### config.mk
export PLATFORM = sky130hd
export DESIGN_NAME = ide_cfg_bank
export DESIGN_NICKNAME = d
export VERILOG_FILES = /design/src/rtl/ide_cfg_pkg.sv /design/src/rtl/ide_cfg_access_fsm.sv /design/src/rtl/ide_cfg_regfile.sv /design/src/rtl/ide_cfg_timing_view.sv /design/src/rtl/ide_cfg_bank.sv
export SDC_FILE = /design/constraint.sdc
export NUM_CORES = 1
export LEC_CHECK = 0
export BUFFER_PORTS_ARGS = -buffer_cell sky130_fd_sc_hd__buf_2
export CAP_MARGIN = 20
export CELL_PAD_IN_SITES_DETAIL_PLACEMENT = 1
export CELL_PAD_IN_SITES_GLOBAL_PLACEMENT = 1
export CORE_MARGIN = 5
export CORE_UTILIZATION = 35
export DETAILED_ROUTE_END_ITERATION = 6
export GPL_TIMING_DRIVEN = 1
export HOLD_SLACK_MARGIN = 0.1
export PLACE_DENSITY_LB_ADDON = 0.1
export SYNTH_ARGS = -nofsm -noshare
export SYNTH_HDL_FRONTEND = slang
export SYNTH_SLANG_ARGS = --single-unit
### constraint.sdc
create_clock -name clk -period 2.9 [get_ports clk]
set_clock_uncertainty 0.15 [all_clocks]
set_input_delay 0.29 -clock clk [delete_from_list [all_inputs] [get_ports clk]]
set_output_delay 0.29 -clock clk [all_outputs]
set_load 0.02 [all_outputs]
### src/rtl/ide_cfg_pkg.sv
package ide_cfg_pkg;

    typedef enum logic [0:0] {
        ST_IDLE    = 1'b0,
        ST_RD_RESP = 1'b1
    } acc_state_t;

    localparam int          NUM_SLOTS  = 10;
    localparam int          BYTE_W     = 8;
    localparam int          TIM_GROUPS = 3;
    localparam int          NUM_DRIVES = 4;
    localparam logic [7:0]  IX_CFG     = 8'h50;
    localparam logic [7:0]  IX_RUN_LO  = 8'h51;
    localparam logic [7:0]  IX_SCRATCH = 8'h5B;
    localparam logic [7:0]  RD_EMPTY   = 8'hFF;

    // slot 0 control, 1 cmd timing, 2..7 setup/rw pairs, 8 burst, 9 scratch
    localparam int SLOT_CTRL  = 0;
    localparam int SLOT_CMD   = 1;
    localparam int SLOT_BURST = 8;

    function automatic logic [7:0] slot_index(input int s);
        if (s == NUM_SLOTS - 1)
            return IX_SCRATCH;
        return 8'(int'(IX_RUN_LO) + s);
    endfunction

    function automatic logic [7:0] slot_reset(input int s);
        case (s)
            0:       return 8'hC0;   // prefetch off for drives 0/1, secondary off
            6:       return 8'h0C;   // prefetch off for drives 2/3, slowest setup
            8:       return 8'h40;   // 512-byte burst
            default: return 8'h00;   // slowest timing, scratch cleared
        endcase
    endfunction

    function automatic logic [7:0] ident_byte(input logic [1:0] k);
        case (k)
            2'd0:    return 8'h95;
            2'd1:    return 8'h10;
            2'd2:    return 8'h40;
            default: return 8'h06;
        endcase
    endfunction

endpackage

### src/rtl/ide_cfg_access_fsm.sv
module ide_cfg_access_fsm
    import ide_cfg_pkg::*;
#(
    parameter int ADDR_W      = 3,
    parameter int INDEX_PORT  = 0,
    parameter int DATA_OFFSET = 4
) (
    input  logic              clk,
    input  logic              rst_n,
    input  logic              bus_cs,
    input  logic              bus_we,
    input  logic              bus_wide,
    input  logic [ADDR_W-1:0] bus_addr,
    input  logic [7:0]        bus_wdata,
    input  logic [7:0]        reg_rd_data,
    output logic [7:0]        cur_idx,
    output logic              reg_wr_en,
    output logic [7:0]        reg_wr_data,
    output logic [7:0]        bus_rdata,
    output logic              bus_rvalid
);
    localparam logic [ADDR_W-1:0] A_INDEX = ADDR_W'(INDEX_PORT);
    localparam logic [ADDR_W-1:0] A_DATA  = ADDR_W'(INDEX_PORT + DATA_OFFSET);

    acc_state_t state_q, state_d;
    logic       byte_ok, at_index, at_data, rd_req;
    logic [7:0] rd_value;

    assign byte_ok     = bus_cs && !bus_wide;
    assign at_index    = bus_addr == A_INDEX;
    assign at_data     = bus_addr == A_DATA;
    assign rd_req      = bus_cs && !bus_we;
    assign reg_wr_en   = byte_ok && bus_we && at_data;
    assign reg_wr_data = bus_wdata;

    always_comb begin
        if (byte_ok && at_index)
            rd_value = cur_idx;
        else if (byte_ok && at_data)
            rd_value = reg_rd_data;
        else
            rd_value = RD_EMPTY;
    end

    // state register
    always_ff @(posedge clk or negedge rst_n) begin
        if (!rst_n)
            state_q <= ST_IDLE;
        else
            state_q <= state_d;
    end

    // transitions
    always_comb begin
        state_d = state_q;
        unique case (state_q)
            ST_IDLE:    state_d = rd_req ? ST_RD_RESP : ST_IDLE;
            ST_RD_RESP: state_d = rd_req ? ST_RD_RESP : ST_IDLE;
            default:    state_d = ST_IDLE;
        endcase
    end

    // outputs and index latch
    always_ff @(posedge clk or negedge rst_n) begin
        if (!rst_n) begin
            cur_idx   <= 8'h00;
            bus_rdata <= 8'h00;
        end else begin
            if (byte_ok && bus_we && at_index)
                cur_idx <= bus_wdata;
            if (rd_req)
                bus_rdata <= rd_value;
        end
    end

    assign bus_rvalid = state_q == ST_RD_RESP;

endmodule

### src/rtl/ide_cfg_regfile.sv
module ide_cfg_regfile
    import ide_cfg_pkg::*;
#(
    parameter logic [1:0] REVISION = 2'd2,
    parameter bit         ALT_BASE = 1'b0
) (
    input  logic                        clk,
    input  logic                        rst_n,
    input  logic                        wr_en,
    input  logic [7:0]                  wr_idx,
    input  logic [7:0]                  wr_data,
    input  logic [7:0]                  rd_idx,
    output logic [7:0]                  rd_data,
    output logic [NUM_SLOTS-1:0][7:0]   store
);
    localparam logic [7:0] CFG_VALUE = {2'b00, ALT_BASE, 3'b000, REVISION};

    for (genvar s = 0; s < NUM_SLOTS; s++) begin : g_slot
        localparam logic [7:0] MY_IDX = slot_index(s);
        localparam logic [7:0] MY_RST = slot_reset(s);
        always_ff @(posedge clk or negedge rst_n) begin
            if (!rst_n)
                store[s] <= MY_RST;
            else if (wr_en && wr_idx == MY_IDX)
                store[s] <= wr_data;
        end
    end

    always_comb begin
        rd_data = RD_EMPTY;
        if (rd_idx < 8'd4)
            rd_data = ident_byte(rd_idx[1:0]);
        else if (rd_idx == IX_CFG)
            rd_data = CFG_VALUE;
        for (int s = 0; s < NUM_SLOTS; s++)
            if (rd_idx == slot_index(s))
                rd_data = store[s];
    end

endmodule

### src/rtl/ide_cfg_timing_view.sv
module ide_cfg_timing_view
    import ide_cfg_pkg::*;
(
    input  logic [NUM_SLOTS-1:0][7:0]      store,
    output logic                           sec_enable,
    output logic [NUM_DRIVES-1:0]          pf_disable,
    output logic [7:0]                     cmd_timing,
    output logic [2*TIM_GROUPS-1:0]        setup_code,
    output logic [BYTE_W*TIM_GROUPS-1:0]   rw_timing,
    output logic [7:0]                     burst_size
);
    localparam int SLOT_SHARED = 2 + 2 * (TIM_GROUPS - 1);

    logic unused_bits;

    assign sec_enable = store[SLOT_CTRL][3];
    assign cmd_timing = store[SLOT_CMD];
    assign burst_size = store[SLOT_BURST];

    for (genvar g = 0; g < TIM_GROUPS; g++) begin : g_grp
        assign setup_code[2*g +: 2]     = store[2 + 2*g][7:6];
        assign rw_timing[BYTE_W*g +: 8] = store[3 + 2*g];
    end

    for (genvar d = 0; d < NUM_DRIVES; d++) begin : g_drv
        if (d < 2) begin : g_pri
            assign pf_disable[d] = store[SLOT_CTRL][6 + d];
        end else begin : g_sec
            assign pf_disable[d] = store[SLOT_SHARED][d];
        end
    end

    assign unused_bits = ^{store[SLOT_CTRL][2:0], store[SLOT_CTRL][5:4],
                           store[2][5:0], store[4][5:0],
                           store[SLOT_SHARED][5:4], store[SLOT_SHARED][1:0],
                           store[NUM_SLOTS-1]};

endmodule

### src/rtl/ide_cfg_bank.sv
module ide_cfg_bank
    import ide_cfg_pkg::*;
#(
    parameter int         ADDR_W      = 3,
    parameter int         INDEX_PORT  = 0,
    parameter int         DATA_OFFSET = 4,
    parameter logic [1:0] REVISION    = 2'd2,
    parameter bit         ALT_BASE    = 1'b0
) (
    input  logic              clk,
    input  logic              rst_n,
    input  logic              bus_cs,
    input  logic              bus_we,
    input  logic              bus_wide,
    input  logic [ADDR_W-1:0] bus_addr,
    input  logic [7:0]        bus_wdata,
    output logic [7:0]        bus_rdata,
    output logic              bus_rvalid,
    output logic              sec_enable,
    output logic [3:0]        pf_disable,
    output logic [7:0]        cmd_timing,
    output logic [5:0]        setup_code,
    output logic [23:0]       rw_timing,
    output logic [7:0]        burst_size
);
    logic [7:0]                cur_idx;
    logic                      reg_wr_en;
    logic [7:0]                reg_wr_data;
    logic [7:0]                reg_rd_data;
    logic [NUM_SLOTS-1:0][7:0] store;

    ide_cfg_access_fsm #(
        .ADDR_W      (ADDR_W),
        .INDEX_PORT  (INDEX_PORT),
        .DATA_OFFSET (DATA_OFFSET)
    ) u_fsm (
        .clk         (clk),
        .rst_n       (rst_n),
        .bus_cs      (bus_cs),
        .bus_we      (bus_we),
        .bus_wide    (bus_wide),
        .bus_addr    (bus_addr),
        .bus_wdata   (bus_wdata),
        .reg_rd_data (reg_rd_data),
        .cur_idx     (cur_idx),
        .reg_wr_en   (reg_wr_en),
        .reg_wr_data (reg_wr_data),
        .bus_rdata   (bus_rdata),
        .bus_rvalid  (bus_rvalid)
    );

    ide_cfg_regfile #(
        .REVISION (REVISION),
        .ALT_BASE (ALT_BASE)
    ) u_regs (
        .clk     (clk),
        .rst_n   (rst_n),
        .wr_en   (reg_wr_en),
        .wr_idx  (cur_idx),
        .wr_data (reg_wr_data),
        .rd_idx  (cur_idx),
        .rd_data (reg_rd_data),
        .store   (store)
    );

    ide_cfg_timing_view u_view (
        .store      (store),
        .sec_enable (sec_enable),
        .pf_disable (pf_disable),
        .cmd_timing (cmd_timing),
        .setup_code (setup_code),
        .rw_timing  (rw_timing),
        .burst_size (burst_size)
    );

endmodule

==> summary.txt, run 1 <==
Floorplanning
  – Die area: 18000 sq um
  – Initial Util: 35.5%
  – Core footprint: 15100 sq um
  – Floorplan die height: between 100 and 150 microns
  – Die width: about 130 microns
  – I/O pin cnt: 76
  – Rows: 45

STA
  – RSZ-0062 raised after global routing: false
  – Actual slew at the worst max-slew pin: roughly 0.58 ns
  – Period utilization: 92.6%
  – Min cycle time layout: about 2.7 ns
  – Final TNS setup: 0 ns
  – Setup ws final: 0.213 ns
  – Fmax: 372 MHz
  – Final setup violation count: 0
  – Max Slew Vio Count: 0
  – Final Hold Vio Count: 0
  – Slew HR: approximately three fifths

Run status
  – Status: finished clean

Clock tree
  – CTS tree: yes
  – H-Tree Depth: 3
  – Clock buffer depth: 2
  – Postcts setup bufs: 0
  – CTS root buffer: clkbuf_16
  – CTS clk-pin slew, worst paths: around 0.07 ns
  – CTS Buf Count: 9
  – Clock Sinks: 97
  – Worst skew pair latency: 0.35 ns

Logic synthesis
  – Net count after synthesis: 515
  – Syn Inst Count: between 400 and 500
  – Syn avg cell area: roughly 11 sq um
  – Yosys reg bits: between 90 and 100
  – Post-synthesis sequential area ratio: 45.2%
  – Top FF cell, synth: dfrtp_1
  – Synth unique cells: between 60 and 70
  – Synth warn: 0
  – Async SR Flop Fraction: 100%
  – Synth Cell Area: ~5400 sq um
  – Post-synth EDFFs: 0

Setup path
  – WP data required: 2.96 ns
  – Crit Path Category: register to register
  – Worst Setup Start Kind: register
  – WP data arrival: roughly 2.7 ns
  – Worst-path fanout max: 12
  – RR Startpoint: u_fsm.cur_idx[0]
  – Worst setup EP type: register
  – Crit. Startpoint: u_fsm.cur_idx[0]

Detailed routing
  – DRT Pass-1 Iters: 4
  – DRT Wirelength: 18.6 mm
  – DRC: 0
  – Final ANT Viol Nets: 0
  – Via count: 4095
  – Starting DRT DRC Count: 256
  – Wire length per cell: 25.7 microns
  – Vias per cell: 5.66

Power and ir drop
  – Combinational power share: approximately a fifth
  – Leak pwr: 2.89 nW
  – Switching portion of total power: between 30% and 40%
  – P_int: 2.41 mW
  – Worst vdd ir: between 0.0002 and 0.0003 V
  – Power per Cell Area: roughly 570 nW/um^2
  – Part of the power in registers: 40.8%
  – Switching Power: around 1.1 mW
  – Final Power: 3.49 mW
  – Part of the power in the clock network: 38.1%

Global route
  – First-pass GRT wire length: 28.9 mm
  – Initial antenna violation count: 0
  – Largest net degree at the start of global routing: roughly 40
  – Via count of the first global-routing pass: 4390
  – Tot GR Track Use: between 20 and 25%
  – Gr ovfl total: 0

Place
  – DP HPWL: 13.8 mm
  – Gp weighted congestion: about 0.9
  – Port Buf Inserts: 75
  – Worst slack at placement: 0.0416 ns

Finish
  – Fin nets: about 550
  – Diode count: 0
  – Fillcell total: 1664
  – Area occupied by multi-input gates: around 2400 sq um
  – Share of layout cells above drive strength 1: 43.7%
  – Syn-to-layout area delta: 13.4%
  – Commonest non-fill, non-tap cell in the layout: dfrtp_1
  – Register Area: around 2400 sq um
  – Commonest cells after routing, fill and taps aside: 92 x dfrtp_1, 87 x mux2_2, 74 x buf_2

Hold path
  – Hold WC Path Type: input pin to register
  – Hold_sp: bus_wdata[1]

Job
  – Max-Cap Viols: 0
==> worst paths after layout <==
kind                            depth (start not counted)            endpoint  slack [ns]
worst max-delay path                                    7  u_fsm.bus_rdata[3]        0.21
worst min-delay path                                    3     u_regs.store[1]        0.23
worst max register to register                          7  u_fsm.bus_rdata[3]        0.21
worst min register to register                          1    u_regs.store[18]        0.36
max in group asynchronous                               3    u_regs.store[50]        1.52
min in group asynchronous                               2     u_regs.store[1]        0.33
==> what timing repair did <==
action,4_1_cts,5_1_grt
hold buffers,1,0
setup endpoints to repair,0,3
hold endpoints to repair,36,0
gates resized for setup,0,3
==> flip-flops by register name, indices dropped and copies added (netlist names) <==
signal            flops
u_fsm.bus_rvalid      1
u_regs.store         80
u_fsm.cur_idx         8
u_fsm.bus_rdata       8
==> routing by layer <==
metal	global-route usage, %	vias to the layer above	share of wire [%]
met5	0	-	0
met4	7.20	0	2.0
li1	-	1848	-
met1	32.4	2108	48
met2	32.1	120	44
met3	3.30	19	5.5
==> cell families (layout without fill, tap and decap cells) <==
kind of cell               after synthesis  in the layout  synth area share [%]
AOI/OAI and AO/OA                      104            104                  13.6
and+or+nand+nor                        103            103                  11.2
DFF                                     97             97                  45.2
buffers and inverters                   94            138                  10.1
muxes                                   87             87                  18.2
adders and majority gates                7              7                  1.63
==> worst max-delay path, stage by stage (launching register included) <==
cell	delay, ns
dfrtp_1	0.44
inv_1	0.17
ha_2	0.35
o211ai_1	0.16
o21a_1	0.23
a311o_1	0.30
a311oi_1	0.53
o22ai_1	0.19
==> power groups by stage <==
| stage | registers [mW] | logic (mW) | clock network [mW] |
|---|---|---|---|
| 6_report | 1.42 | 0.739 | 1.33 |
| 4_1_cts | 1.42 | 0.727 | 1.35 |
| 3_5_place_dp | 1.45 | 0.720 | 0 |
| 2_1_floorplan | 1.44 | 0.396 | 0 |
| 5_1_grt | 1.43 | 0.794 | 1.41 |
| 3_3_place_gp | 1.44 | 0.724 | 0 |
==> metrics by stage <==
stage,cell area (sq um),instances,util (%),hold slack (ns)
6_report,6100,724,40.3,0.229
4_1_cts,6090,724,40.2,0.210
3_3_place_gp,5760,707,38.0,0.171
2_1_floorplan,5380,492,-,-0.156
5_1_grt,6100,724,40.3,0.237
3_5_place_dp,5760,707,38.0,0.177
==> final cells by class <==
cell class | count | share of cell area [%]
Clock inverter | 7 | 1.66
Multi-Input combinational cell | 301 | 39.5
Sequential cell | 97 | 39.9
Tap cell | 188 | 3.85
Inverter | 13 | 0.800
Timing Repair Buffer | 109 | 10.6
Clock buffer | 9 | 3.69
==> cells in the mapped netlist, types with 3 or more instances <==
cell | n | area (sq um)
dfrtp_1 | 92 | 2300
a21oi_1 | 11 | 55.1
a31oi_1 | 4 | 25.0
nor2_2 | 5 | 31.3
nand2b_1 | 5 | 31.3
a22oi_1 | 7 | 52.6
ha_1 | 7 | 87.6
or3_1 | 3 | 18.8
a32oi_1 | 3 | 26.3
a311oi_1 | 4 | 35.0
nor3_2 | 3 | 30.0
dfstp_2 | 5 | 131
nor3_1 | 4 | 20.0
clkbuf_1 | 19 | 71.3
buf_2 | 3 | 15.0
o22ai_1 | 18 | 113
and3_1 | 8 | 50.1
nor2_1 | 16 | 60.1
nand2_1 | 16 | 60.1
buf_1 | 9 | 33.8
o21ai_0 | 19 | 95.1
mux2_2 | 87 | 980
o221ai_1 | 3 | 26.3
nand4_1 | 4 | 25.0
nor2b_1 | 9 | 56.3
nand3_1 | 15 | 75.1
buf_4 | 50 | 375
o211ai_1 | 6 | 45.0
inv_1 | 11 | 41.3
a211oi_1 | 5 | 37.5
Power figures use the tool's default switching activity.
==> inputs of run 2 (changes only) <==
--- a/config.mk
+++ b/config.mk
@@ -9,7 +9,8 @@
 export CAP_MARGIN = 20
 export CELL_PAD_IN_SITES_DETAIL_PLACEMENT = 1
 export CELL_PAD_IN_SITES_GLOBAL_PLACEMENT = 1
-export CORE_MARGIN = 5
+export CORE_ASPECT_RATIO = 1.2
+export CORE_MARGIN = 3
 export CORE_UTILIZATION = 35
 export DETAILED_ROUTE_END_ITERATION = 6
 export GPL_TIMING_DRIVEN = 1
==> run 2 against run 1 <==
  * Flip-flop and latch count did not move
  * Clock power down 7%
  * Non-clock buffer count decreased by 8
  * Core utilization decreased by 0.072 points
  * Combinational power down 3.2%
  * Sequential power hardly changed
  * Clock-buffer cell count grew 4
  * Worst hold slack worse by 0.019 ns
  * Critical path depth did not move
  * First-iteration DRC count down 3.5%
  * Register-to-register slack lost 0.10 ns
  * Die area decreased by 5.9%
  * Critical endpoint is now u_fsm.bus_rdata[5]
==> summary.txt, run 2 (same netlist as run 1, synthesis figures left out) <==
Setup path
  – Worst Setup Start Kind: register (unchanged)
  – Crit path cell chain: inv_1 > ha_1 > o211ai_1 > o21a_1 > a311o_1 > a311oi_1 > o22ai_1 (was inv_1 > ha_2 > o211ai_1 > o21a_1 > a311o_1 > a311oi_1 > o22ai_1)
  – Worst-path fanout max: 9 (was 12)
  – Largest stage delay on the critical path: 0.53 ns (about the same)
  – Worst setup EP type: register (unchanged)
  – WP data arrival: 2.86 ns (was 2.74 ns)
  – Slowest CP cell: a311oi_1 (unchanged)
  – Cell family with most CP delay: compound AO/OA/AOI/OAI gates (unchanged)
  – WP data required: 2.97 ns (was 2.96 ns)
  – Crit Path Category: register to register (unchanged)
  – Number of buffers and inverters on the critical path: 1 (unchanged)

Clock tree
  – CTS Buf Count: 9 (unchanged)
  – Clock buffer depth: 2 (unchanged)
  – CTS tree: yes (unchanged)
  – CTS clk-pin slew, worst paths: 0.07 ns (about the same)
  – H-Tree Depth: 3 (unchanged)
  – CTS root buffer: clkbuf_16 (unchanged)
  – Clock Sinks: 97 (unchanged)
  – Worst skew pair latency: 0.36 ns (was 0.35 ns)

Detailed routing
  – Wire length per cell: 24.6 microns (was 25.7 microns)
  – DRT Wirelength: 18.0 mm (was 18.6 mm)
  – DRT Pass-1 Iters: 5 (was 4)
  – Final ANT Viol Nets: 0 (unchanged)
  – Starting DRT DRC Count: 247 (was 256)
  – Via count: 4050 (was 4095)
  – DRC: 0 (unchanged)
  – Vias per cell: 5.54 (was 5.66)

Power and ir drop
  – Combinational power share: 21.1% (was 21.2%)
  – Power per Cell Area: 560 nW/um^2 (was 572 nW/um^2)
  – Switching portion of total power: 30.9% (was 31.1%)
  – Switching Power: 1.04 mW (was 1.08 mW)
  – Worst vdd ir: 0.000291 V (was 0.000261 V)
  – Part of the power in the clock network: 36.7% (was 38.1%)
  – Part of the power in registers: 42.2% (was 40.8%)
  – P_int: 2.34 mW (was 2.41 mW)
  – Leak pwr: 2.85 nW (was 2.89 nW)

Finish
  – Largest register by flop count: u_regs.store (unchanged)
  – Commonest cells after routing, fill and taps aside: 92 x dfrtp_1, 87 x mux2_2, 74 x buf_2 (unchanged)
  – Share of layout cells above drive strength 1: 41.9% (was 43.7%)
  – Max reg flops: 80 (unchanged)
  – Biggest regs: u_regs.store: 80 flops, u_fsm.bus_rdata: 8 flops, u_fsm.cur_idx: 8 flops (unchanged)
  – Fin nets: 546 (was 554)
  – Commonest non-fill, non-tap cell in the layout: dfrtp_1 (unchanged)
  – Fillcell total: 1668 (was 1664)
  – Syn-to-layout area delta: 12.3% (was 13.4%)
  – Diode count: 0 (unchanged)

Global route
  – Met1 Use GR: 31.4% (was 32.4%)
  – Tot GR Track Use: 22.3% (was 21.7%)
  – Largest net degree at the start of global routing: 57 (was 41)
  – Gr ovfl total: 0 (unchanged)
  – M3 GR Usage: 3.27% (was 3.30%)
  – GR Util met2: 34.9% (was 32.1%)
  – Via count of the first global-routing pass: 4316 (was 4390)
  – First-pass GRT wire length: 28.0 mm (was 28.9 mm)
  – Busiest grt layer: met2 (was met1)
  – Initial antenna violation count: 0 (unchanged)

STA
  – Period utilization: 96.2% (was 92.6%)
  – Fmax: 359 MHz (was 372 MHz)
  – Actual slew at the worst max-slew pin: 0.601 ns (was 0.580 ns)
  – RSZ-0062 raised after global routing: false (unchanged)
  – Final setup violation count: 0 (unchanged)
  – Max Slew Vio Count: 0 (unchanged)
  – Min cycle time layout: 2.79 ns (was 2.69 ns)
  – Final Hold Vio Count: 0 (unchanged)
  – Final TNS setup: 0 ns (unchanged)
  – Slew HR: 59.9% (was 61.3%)
  – Worst Hold Slack: 0.209 ns (was 0.229 ns)

Floorplanning
  – Rows: 49 (was 45)
  – Core footprint: 15000 sq um (was 15100 sq um)
  – Die area: 16900 sq um (was 18000 sq um)
  – Floorplan die height: 142 microns (was 134 microns)
  – Initial Util: 35.8% (was 35.5%)
  – I/O pin cnt: 76 (unchanged)
  – Die width: 119 microns (was 134 microns)

Job
  – Max-Cap Viols: 0 (unchanged)

Place
  – Port Buf Inserts: 75 (unchanged)
  – DP HPWL: 13.1 mm (was 13.8 mm)
  – Gp weighted congestion: 0.871 (was 0.885)

Hold path
  – Hold WC Path Type: input pin to register (unchanged)

Run status
  – Status: finished clean (unchanged)
run 2: cell types whose count changed in the layout (fill, tap and decap cells not counted), moves of 2 or more:
cell	before	now
clkbuf_8	0	2
inv_6	2	0
clkbuf_1	0	2
ha_1	5	7
buf_4	33	24
ha_2	2	0
run 2: repair_timing:
item / CTS / global route
hold endpoints to repair: 38 / 0
resized for setup: 0 / 1
endpoints found under the setup margin: 0 / 1
hold buffers: 1 / 0
setup buffers: 0 / 0
run 2: metrics by stage:
| stage | area, sq um | instances | utilization (%) | setup slack (ns) | power (mW) |
|---|---|---|---|---|---|
| 2_1_floorplan | 5380 | 492 | - | 0.588 | 1.84 |
| 3_3_place_gp | 5730 | 715 | 38.2 | 0.116 | 2.16 |
| 3_5_place_dp | 5730 | 715 | 38.2 | 0.0258 | 2.16 |
| 4_1_cts | 6040 | 731 | 40.2 | 0.0155 | 3.41 |
| 5_1_grt | 6040 | 731 | 40.2 | 0.00238 | 3.52 |
| 6_report | 6040 | 731 | 40.2 | 0.112 | 3.39 |
run 2: worst paths after layout:
kind / start / to / slack (ns) / cells past startpoint
worst max-delay path: u_fsm.cur_idx[0] / u_fsm.bus_rdata[5] / 0.11 / 7
worst min-delay path: bus_cs / u_fsm.bus_rdata[1] / 0.21 / 4
worst max register to register: u_fsm.cur_idx[0] / u_fsm.bus_rdata[5] / 0.11 / 7
worst min register to register: u_regs.store[16] / u_regs.store[16] / 0.36 / 1
max in group asynchronous: rst_n / u_regs.store[70] / 1.51 / 3
min in group asynchronous: rst_n / u_regs.store[4] / 0.32 / 2
run 2: layout make-up:
type                            instances  area [sq um]  share of cell area (%)
Clock inverter                          2          37.5                   0.621
Timing Repair Buffer                  101           601                    9.94
Multi-Input combinational cell        301          2400                    39.8
Sequential cell                        97          2430                    40.3
Inverter                               13          48.8                   0.808
Tap cell                              204           255                    4.23
Clock buffer                           13           260                    4.31
run 2: power by group through the flow:
stage	Clock, mW	Sequential [mW]	Combinational [mW]
final	1.24	1.43	0.715
after detailed placement	0	1.45	0.704
after CTS	1.27	1.43	0.710
after global routing	1.32	1.43	0.770
after floorplan	0	1.44	0.396
after global placement	0	1.45	0.705
run 2: tightest hold or removal path: cells and delay by family:
family / cells / cell delay (ns)
buf+inv: 1 / 0.11
compound gates: 1 / 0.08
simple gates: 2 / 0.20
run 2: per-layer routing:
metal	vias to the layer above	wire length, microns
met5	-	0
li1	1824	-
met3	27	873
met4	0	370
met1	2080	8380
met2	119	8380
